[config.mk]
export PLATFORM = sky130hd
export DESIGN_NAME = acc_cpu
export DESIGN_NICKNAME = d
export VERILOG_FILES = /design/src/rtl/acc_cpu_pkg.sv /design/src/rtl/acc_cpu_rst_sync.sv /design/src/rtl/acc_cpu_accu.sv /design/src/rtl/acc_cpu_seq.sv /design/src/rtl/acc_cpu.sv
export SDC_FILE = /design/constraint.sdc
export NUM_CORES = 1
export LEC_CHECK = 0
export BUFFER_PORTS_ARGS = -buffer_cell sky130_fd_sc_hd__buf_2
export CORE_MARGIN = 2
export CORE_UTILIZATION = 40
export CTS_BUF_LIST = sky130_fd_sc_hd__clkbuf_16
export CTS_CLUSTER_SIZE = 12
export DETAILED_ROUTE_END_ITERATION = 7
export PLACE_DENSITY = 0.59
export SLEW_MARGIN = 20
export SYNTH_ARGS = -nofsm -noshare
export SYNTH_HDL_FRONTEND = slang
export SYNTH_HIERARCHICAL = 1
export SYNTH_SLANG_ARGS = --single-unit
export TNS_END_PERCENT = 5
[constraint.sdc]
create_clock -name clk_i -period 2.3 [get_ports clk_i]
set_clock_uncertainty 0.05 [all_clocks]
set_input_delay 0.46 -clock clk_i [delete_from_list [all_inputs] [get_ports clk_i]]
set_output_delay 0.46 -clock clk_i [all_outputs]
set_load 0.01 [all_outputs]
[src/rtl/acc_cpu_pkg.sv]
package acc_cpu_pkg;

  // Opcode width is fixed by the instruction format.
  localparam int unsigned OP_W = 3;

  typedef enum logic [OP_W-1:0] {
    OP_NOP = 3'd0,
    OP_INV = 3'd1,
    OP_AND = 3'd2,
    OP_OR  = 3'd3,
    OP_ADD = 3'd4,
    OP_LDM = 3'd5,
    OP_STM = 3'd6,
    OP_BZR = 3'd7
  } op_e;

  typedef enum logic [2:0] {
    ST_ADDR_OP  = 3'd0,   // present PC
    ST_TAKE_OP  = 3'd1,   // capture opcode, present PC+1
    ST_TAKE_FLD = 3'd2,   // capture address field
    ST_EXEC     = 3'd3,   // present field; store, branch or single-cycle op
    ST_RDBK     = 3'd4    // operand returned, update accumulator
  } state_e;

  function automatic logic op_reads(input op_e op);
    return (op == OP_AND) || (op == OP_OR) || (op == OP_ADD) || (op == OP_LDM);
  endfunction

endpackage

[src/rtl/acc_cpu_rst_sync.sv]
module acc_cpu_rst_sync #(
  parameter int unsigned STAGES = 2
) (
  input  logic clk_i,
  input  logic arst_ni,
  output logic srst_no
);

  generate
    if (STAGES < 2) begin : g_single
      logic sh_q;
      always_ff @(posedge clk_i or negedge arst_ni) begin
        if (!arst_ni) sh_q <= 1'b0;
        else          sh_q <= 1'b1;
      end
      assign srst_no = sh_q;
    end else begin : g_chain
      logic [STAGES-1:0] sh_q;
      always_ff @(posedge clk_i or negedge arst_ni) begin
        if (!arst_ni) sh_q <= '0;
        else          sh_q <= {sh_q[STAGES-2:0], 1'b1};
      end
      assign srst_no = sh_q[STAGES-1];
    end
  endgenerate

endmodule

[src/rtl/acc_cpu_accu.sv]
module acc_cpu_accu
  import acc_cpu_pkg::*;
#(
  parameter int unsigned DATA_W = 8
) (
  input  logic              clk_i,
  input  logic              rst_ni,
  input  logic              acc_en_i,
  input  op_e               op_i,
  input  logic [DATA_W-1:0] opnd_i,
  output logic [DATA_W-1:0] acc_o,
  output logic              acc_zero_o
);

  logic [DATA_W-1:0] acc_q, acc_d;

  // Result selection
  always_comb begin
    unique case (op_i)
      OP_INV:  acc_d = ~acc_q;
      OP_AND:  acc_d = acc_q & opnd_i;
      OP_OR:   acc_d = acc_q | opnd_i;
      OP_ADD:  acc_d = acc_q + opnd_i;
      OP_LDM:  acc_d = opnd_i;
      default: acc_d = acc_q;
    endcase
  end

  always_ff @(posedge clk_i or negedge rst_ni) begin
    if (!rst_ni)       acc_q <= '0;
    else if (acc_en_i) acc_q <= acc_d;
  end

  assign acc_o      = acc_q;
  assign acc_zero_o = (acc_q == '0);


  add_wrap_chk: assert property (@(posedge clk_i) disable iff (!rst_ni)
    (acc_en_i && op_i == OP_ADD) |=> (acc_q == DATA_W'($past(acc_q) + $past(opnd_i))));

endmodule

[src/rtl/acc_cpu_seq.sv]
module acc_cpu_seq
  import acc_cpu_pkg::*;
#(
  parameter int unsigned DATA_W = 8,
  parameter int unsigned ADDR_W = 8
) (
  input  logic              clk_i,
  input  logic              rst_ni,
  input  logic [ADDR_W-1:0] word_i,
  input  logic              acc_zero_i,
  input  logic [DATA_W-1:0] acc_i,
  output logic [ADDR_W-1:0] mem_addr_o,
  output logic              mem_we_o,
  output logic              acc_en_o,
  output op_e               op_o
);

  localparam logic [ADDR_W-1:0] PC_STEP = ADDR_W'(2);
  localparam logic [ADDR_W-1:0] PC_WORD = ADDR_W'(1);

  state_e            st_q, st_d;
  logic [ADDR_W-1:0] pc_q, pc_d, pc_seq, pc_rel;
  logic              pc_en;
  op_e               op_q, op_d;
  logic              op_en;
  logic [ADDR_W-1:0] fld_q;
  logic              fld_en;

  assign pc_seq = pc_q + PC_STEP;
  assign pc_rel = pc_q + fld_q;
  assign op_d   = op_e'(word_i[OP_W-1:0]);

  // Next state and bus drive
  always_comb begin
    st_d       = st_q;
    pc_d       = pc_seq;
    pc_en      = 1'b0;
    op_en      = 1'b0;
    fld_en     = 1'b0;
    acc_en_o   = 1'b0;
    mem_we_o   = 1'b0;
    mem_addr_o = pc_q;
    unique case (st_q)
      ST_ADDR_OP: begin
        st_d = ST_TAKE_OP;
      end
      ST_TAKE_OP: begin
        op_en      = 1'b1;
        mem_addr_o = pc_q + PC_WORD;
        st_d       = ST_TAKE_FLD;
      end
      ST_TAKE_FLD: begin
        fld_en     = 1'b1;
        mem_addr_o = pc_q + PC_WORD;
        st_d       = ST_EXEC;
      end
      ST_EXEC: begin
        mem_addr_o = fld_q;
        if (op_reads(op_q)) begin
          st_d = ST_RDBK;
        end else begin
          st_d     = ST_ADDR_OP;
          pc_en    = 1'b1;
          mem_we_o = (op_q == OP_STM);
          acc_en_o = (op_q == OP_INV);
          if (op_q == OP_BZR && acc_zero_i) pc_d = pc_rel;
        end
      end
      ST_RDBK: begin
        mem_addr_o = fld_q;
        acc_en_o   = 1'b1;
        pc_en      = 1'b1;
        st_d       = ST_ADDR_OP;
      end
      default: begin
        st_d = ST_ADDR_OP;
      end
    endcase
  end

  // Registers
  always_ff @(posedge clk_i or negedge rst_ni) begin
    if (!rst_ni) begin
      st_q  <= ST_ADDR_OP;
      pc_q  <= '0;
      op_q  <= OP_NOP;
      fld_q <= '0;
    end else begin
      st_q <= st_d;
      if (pc_en)  pc_q  <= pc_d;
      if (op_en)  op_q  <= op_d;
      if (fld_en) fld_q <= word_i;
    end
  end

  assign op_o = op_q;


  we_pulse_chk: assert property (@(posedge clk_i) disable iff (!rst_ni)
    mem_we_o |=> !mem_we_o);


  pc_step_chk: assert property (@(posedge clk_i) disable iff (!rst_ni)
    !$stable(pc_q) |-> ((pc_q == ADDR_W'($past(pc_q) + PC_STEP)) || ($past(op_q) == OP_BZR)));


  acc_hold_chk: assert property (@(posedge clk_i) disable iff (!rst_ni)
    (st_q == ST_EXEC && op_q == OP_BZR) |=> $stable(acc_i));


  fetch_order_chk: assert property (@(posedge clk_i) disable iff (!rst_ni)
    (st_q == ST_TAKE_OP) |-> ($past(mem_addr_o) == pc_q));


  rd_timing_chk: assert property (@(posedge clk_i) disable iff (!rst_ni)
    (st_q == ST_RDBK) |-> (($past(st_q) == ST_EXEC) && ($past(mem_addr_o) == mem_addr_o)));

endmodule

[src/rtl/acc_cpu.sv]
module acc_cpu
  import acc_cpu_pkg::*;
#(
  parameter int unsigned DATA_W      = 8,
  parameter int unsigned ADDR_W      = 8,  // must not exceed DATA_W
  parameter int unsigned SYNC_STAGES = 2
) (
  input  logic              clk_i,
  input  logic              rst_ni,
  output logic [ADDR_W-1:0] mem_addr_o,
  output logic [DATA_W-1:0] mem_wdata_o,
  output logic              mem_we_o,
  input  logic [DATA_W-1:0] mem_rdata_i
);

  logic              rst_sn;
  logic              acc_en;
  logic              acc_zero;
  logic [DATA_W-1:0] acc;
  op_e               op;

  acc_cpu_rst_sync #(.STAGES(SYNC_STAGES)) u_rst (
    .clk_i   (clk_i),
    .arst_ni (rst_ni),
    .srst_no (rst_sn)
  );

  acc_cpu_seq #(.DATA_W(DATA_W), .ADDR_W(ADDR_W)) u_seq (
    .clk_i      (clk_i),
    .rst_ni     (rst_sn),
    .word_i     (mem_rdata_i[ADDR_W-1:0]),
    .acc_zero_i (acc_zero),
    .acc_i      (acc),
    .mem_addr_o (mem_addr_o),
    .mem_we_o   (mem_we_o),
    .acc_en_o   (acc_en),
    .op_o       (op)
  );

  acc_cpu_accu #(.DATA_W(DATA_W)) u_accu (
    .clk_i      (clk_i),
    .rst_ni     (rst_sn),
    .acc_en_i   (acc_en),
    .op_i       (op),
    .opnd_i     (mem_rdata_i),
    .acc_o      (acc),
    .acc_zero_o (acc_zero)
  );

  assign mem_wdata_o = acc;

endmodule

; Word-level counts from Yosys, hierarchy flattened
; Cells that the tools add are included.
[op_classes]
mux = 15
n_addsub = 4
n_eq_ne = 11
bitwise = 3
reduce_logical = 10
[op_table]
columns = cell, n
row1 = $pmux W8 S5, 1
row2 = $mux W8, 3
row3 = $add A8 B8 Y8, 2
row4 = $pmux W8 S2, 1
row5 = $eq A3 B3 Y1 const B, 5
row6 = $eq A3 B2 Y1 const B, 4
row7 = $pmux W3 S4, 1
row8 = $add A8 B1 Y8 const B, 1
row9 = $add A8 B2 Y8 const B, 1
row10 = $and A8 B8 Y8, 1
row11 = $logic_not A8 Y1, 1
row12 = $not A8 Y8, 1
row13 = $or A8 B8 Y8, 1
row14 = $eq A3 B1 Y1 const B, 2
row15 = $mux W1, 6
row16 = $reduce_bool A5 Y1, 1
row17 = $pmux W1 S2, 2
row18 = $reduce_or A2 Y1, 2
row19 = $logic_not A3 Y1, 1
row20 = $logic_or A1 B1 Y1, 3
row21 = $mux W3, 1
row22 = $reduce_and A2 Y1, 1
row23 = $logic_and A1 B1 Y1, 1
[word_totals]
elab_cells = 49
reg_bits = 32
inputBits = 10
output_inout_bits = 17

; Longest topological paths before layout
[logic_depth]
word_depth = 7
mapped_depth = 9
depth_no_buf = 8

; By module
; The synthesis kept the hierarchy.
[modules_own_cells]
columns = module, instances, seq_area_each_um2, cells_each, area_per_inst_um2
row1 = acc_cpu_seq, 1, 550.5, 172, 1561.5
row2 = acc_cpu_accu, 1, 200.2, 145, 1086.0
row3 = acc_cpu_rst_sync, 1, 50.0, 3, 53.8

; Worst setup path after synthesis
; Ideal clock, no wire load.
[synth_timing]
kind = register -> output
startpoint = register u_seq.st_q[0]
endpoint = output mem_addr_o[7]
n_path_buf = 0
path_stages_with_launch = 6
path_slack_ps = 316
t_arrival_ps = 1474
t_required_ps = 1790
path_cell_list = dfrtp_1 xor2_1 nand2b_1 inv_2 nand2_1 o311ai_0
[synth_via]
elab_chain_len = 3
word_cells_on_any_way = 7
cone_classes = eq/ne: 4 / mux: 1 / reduce/logical: 2
[synth_lines]
columns = item, line
row1 = start: declaration, acc_cpu_seq.sv:21  ; state_e st_q, st_d;
row2 = start signal: assignment, acc_cpu_seq.sv:89  ; st_q <= st_d;
row3 = $eq A3 B3 Y1 (tied with other cells), acc_cpu_seq.sv:43  ; unique case (st_q)
row4 = $reduce_or A2 Y1 (no source line), n/a
row5 = $pmux W8 S2 *, acc_cpu_seq.sv:43
row6 = end: declaration, acc_cpu.sv:10  ; output logic [ADDR_W-1:0] mem_addr_o,
; Mark *: on every way between the ends. The rest lies on a longest branch, timed or not.

; Worst setup path in the final report
[layout_timing]
startpoint = register u_seq.pc_q[1]
endpoint = output mem_addr_o[7]
[layout_via]
elab_chain_len = 2
[layout_lines]
columns = item, line
row1 = start: declaration, acc_cpu_seq.sv:22  ; logic [ADDR_W-1:0] pc_q, pc_d, pc_seq, pc_rel;
row2 = start signal: assignment, acc_cpu_seq.sv:90  ; if (pc_en) pc_q <= pc_d;
row3 = $add A8 B1 Y8, "acc_cpu_seq.sv:49, acc_cpu_seq.sv:54"
row4 = $pmux W8 S2, acc_cpu_seq.sv:43
; Every way passes these cells.

==> metrics.md <==
| Metric | Value |
|---|---|
| Crit start category | `flip-flop` |
| Grt total ovfl | `0` |
| Reg-to-reg startpoint | `u_seq/pc_q[0]$_DFFE_PN0P_` |
| Peak VDD IR | `520 µV` |
| Clk Latency, worst-skew pair | `around 0.27 ns` |
| Origin of the worst setup path | `u_seq/pc_q[1]$_DFFE_PN0P_` |
| Max-slew headroom at the worst pin | `about 56%` |
| Drt via density | `just under 6` |
| Residual DRC count | `0` |
| Multi-input logic area | `between 1500 and 2000 µm²` |
| DP Area | `slightly below 3000 µm²` |
| Largest net degree at the start of global routing | `21` |
| Layout overhead on the synthesized area | `16.0%` |
| Synthesized instance count | `320` |
| H-tree depth | `2` |
| Row count | `29` |
| Layout Nets | `between 300 and 400` |
| Tot Pwr | `about 5.0 mW` |
| Post-synth EDFFs | `0` |
| N_diodes | `0` |
| Final Cycle Share | `a little over nine tenths` |
| Comb pwr share | `62.7%` |
| Wire per inst | `between 15 and 20 µm` |
| CTS tree | `done` |
| Max-slew violation count | `0` |
| Chip width | `86.2 µm` |
| Util after Layout | `between 40% and 50%` |
| Max_cap viols | `0` |
| Flop pwr share | `25.0%` |
| Fin area | `roughly 3100 µm²` |
| Syn Area/Cell | `between 8 and 9 µm²` |
| Clock transition at path regs | `around 0.05 ns` |
| Kind of critical path | `reg2out` |
| Highest clock rate | `between 0.4 and 0.5 GHz` |
| Synth top area share | `about 30%` |
| Core area | `approximately 6500 µm²` |
| Final wirelength | `approximately 7 mm` |
| Max clock buf depth | `2` |
| Pwr/cell area | `1590 nW/µm²` |
| Post-route ant nets | `0` |
| Worst hold slack | `roughly 0.22 ns` |
| Hold Path Class | `reg2async` |
| Tot GR Track Use | `roughly a fifth` |
| Global placer's final weighted congestion | `roughly 0.91` |
| RSZ-0062 raised after global routing | `yes` |
| Register bit total from synthesis | `32` |
| Int Power | `2.63 mW` |
| Crit-path max FO | `5` |
| Final hold viol count | `0` |
| Worst-path cell chain | `ha_4 > and3_1 > nor2b_2 > a21oi_1 > o21ai_1 > o311ai_2 > buf_2` |
| Yosys cell types | `between 50 and 60` |
| Arr. time, crit path | `around 1.7 ns` |
| Die height | `~86 µm` |
| Sequential share of the synthesized area | `29.6%` |
| Period minus WS final | `about 2.3 ns` |
| Setup violators final | `0` |
| Top delay family on crit path | `flip-flops` |
| Ys flop type | `dfrtp_1` |
| Synth area leaders | `dfrtp_1, ha_1, nor2_1` |
| Storage element area | `between 800 and 900 µm²` |
| Most frequent cell after synthesis | `dfrtp_1` |
| Vias | `approximately 2.5k` |
| Clock sinks | `32` |
| I/O Buffers | `26` |
| Mapped cell area | `approximately 2700 µm²` |
| Pleak | `1.42 nW` |
| Global-route wire length before repair | `approximately 12 mm` |
| Vias in the first global route | `about 2.4k` |
| Synthesis Warnings | `6` |
| CP Data Required Time | `approximately 1.8 ns` |
| Syn Nets | `between 300 and 400` |
| Clk root buf | `clkbuf_16` |
| DP Worst Slack | `0.172 ns` |
| Dpl hpwl | `just over 5 mm` |
| Asr flop ratio synth | `100%` |
| Clk pwr share | `roughly an eighth` |
| Initial Utilization | `approximately two fifths` |
| Worst setup EP type | `primary output` |
| Final WS setup | `between 0.04 and 0.05 ns` |
| Die area | `roughly 7400 µm²` |
| Buf+Inv Stages, Crit Path | `1` |
| IO Count | `27` |
| CTS Buf Count | `5` |
| Initial antenna violation count | `0` |
| Psw | `~2.3 mW` |
| Slowest cell on crit path | `dfrtp_2` |
| Sw Share | `about 47%` |
| DRT iter0 DRCs | `roughly 130` |
| Worst-margin pin slew | `between 0.6 and 0.7 ns` |
| Layout fillers | `between 600 and 700` |
| Status | `finished, final reports clean` |
| Crit-path max cell delay | `about 0.44 ns` |
| Synth area leader | `dfrtp_1` |
| Share of cells above drive strength 1 | `just over 20%` |
| DRT Pass-1 Iters | `4` |
| Post-synth top cells | `dfrtp_1, nor2_1, ha_1, inv_1, nand2_1` |
power by group through the flow:
| stage | logic (mW) | clock network (mW) | registers (mW) |
|---|---|---|---|
| floorplan | 2.27 | 0 | 1.11 |
| global placement | 2.92 | 0 | 1.24 |
| detailed placement | 2.95 | 0 | 1.25 |
| CTS | 3.04 | 0.629 | 1.24 |
| global route | 3.53 | 0.654 | 1.29 |
| finish | 3.12 | 0.613 | 1.24 |
metrics by stage:
step,setup TNS [ns],std cells
after global placement,0,420
final,0,432
after floorplan,0,320
after detailed placement,0,420
after CTS,0,430
after global routing,-0.110,432
routing by layer:
metal	vias to the layer above	global-route usage (%)	share of wire (%)	routed length, µm
li1	1222	-	-	-
met1	1194	27.5	49	3400
met2	67	31.5	44	2990
met3	13	3.71	4.9	338
met4	0	6.53	2.0	135
met5	-	0	0	0
sequential cells by signal, summed over array words and instances, names as in the netlist:
signal              flops
u_rst/g_chain.sh_q      2
u_seq/fld_q             8
u_seq/st_q              3
u_accu/acc_o            8
u_seq/op_o              3
u_seq/pc_q              8
worst register-to-register path, cell delays in order, from the launching register on:
cell and delay, ns:
dfrtp_2 0.42, ha_1 0.23, inv_1 0.07, fa_1 0.37, nor2b_1 0.21, o31a_1 0.17
o21a_1 0.14, nor3_1 0.05, o31ai_1 0.22
what timing repair did:
action / in CTS / in global routing
pin swaps: 1 / 3
cloned: 0 / 0
endpoints found under the setup margin: 6 / 8
gates resized for setup: 6 / 8
endpoints found under the hold margin: 2 / 0
setup buffers: 2 / 2
hold buffers: 1 / 0
layout by cell type, fill, tap and decap left out, types with 3 or more instances in the layout:
| cell type | n |
|---|---|
| o22ai_1 | 3 |
| o211ai_1 | 5 |
| inv_1 | 25 |
| o21ai_0 | 19 |
| clkbuf_16 | 5 |
| nand2b_1 | 3 |
| xor2_1 | 7 |
| nor2b_1 | 3 |
| a22oi_1 | 5 |
| buf_2 | 26 |
| nand3_1 | 9 |
| buf_4 | 13 |
| dfrtp_2 | 5 |
| nor3b_1 | 3 |
| o21a_1 | 6 |
| nor3_1 | 7 |
| dfrtp_1 | 27 |
| o21ai_1 | 10 |
| o31ai_1 | 3 |
| nand4_1 | 4 |
| a21o_1 | 3 |
| nor2_1 | 31 |
| mux2_2 | 10 |
| ha_1 | 24 |
| nand2_1 | 25 |
| a21oi_1 | 20 |
| a211oi_1 | 6 |
cell families (layout without fill, tap and decap cells):
logic type	count (synthesis)	in the layout	synth area share [%]
DFF	32	32	29.6
muxes	12	12	4.91
xor gates and xnor gates	9	9	2.92
other	1	1	0.139
and+or+nand+nor	99	99	17.9
buffers and inverters	39	74	7.04
AOI/OAI and AO/OA	101	101	24.4
adders and majority gates	27	27	13.1
path summary, 6_finish.rpt:
| path | slack [ns] | depth (start not counted) | end |
|---|---|---|---|
| max in group asynchronous | 1.43 | 1 | u_seq/pc_q[1]$_DFFE_PN0P_ |
| hold / removal | 0.22 | 0 | u_seq/fld_q[7]$_DFFE_PN0P_ |
| hold reg to reg | 0.22 | 0 | u_seq/fld_q[7]$_DFFE_PN0P_ |
| min in group clk_i | 0.30 | 0 | u_rst/g_chain.sh_q[1]$_DFF_PN0_ |
| setup reg to reg | 0.27 | 8 | u_seq/pc_q[6]$_DFFE_PN0P_ |
| setup / recovery | 0.05 | 7 | mem_addr_o[7] |
area by class of cell:
class / count / area share (%)
multi-input cells: 249 / 55.6
flip-flops and latches: 32 / 25.7
repair buffers: 41 / 8.22
clock buffers: 5 / 3.99
inverters: 26 / 3.11
well taps: 77 / 3.07
clock inverters: 2 / 0.240
(Power assumes the default switching activity.)
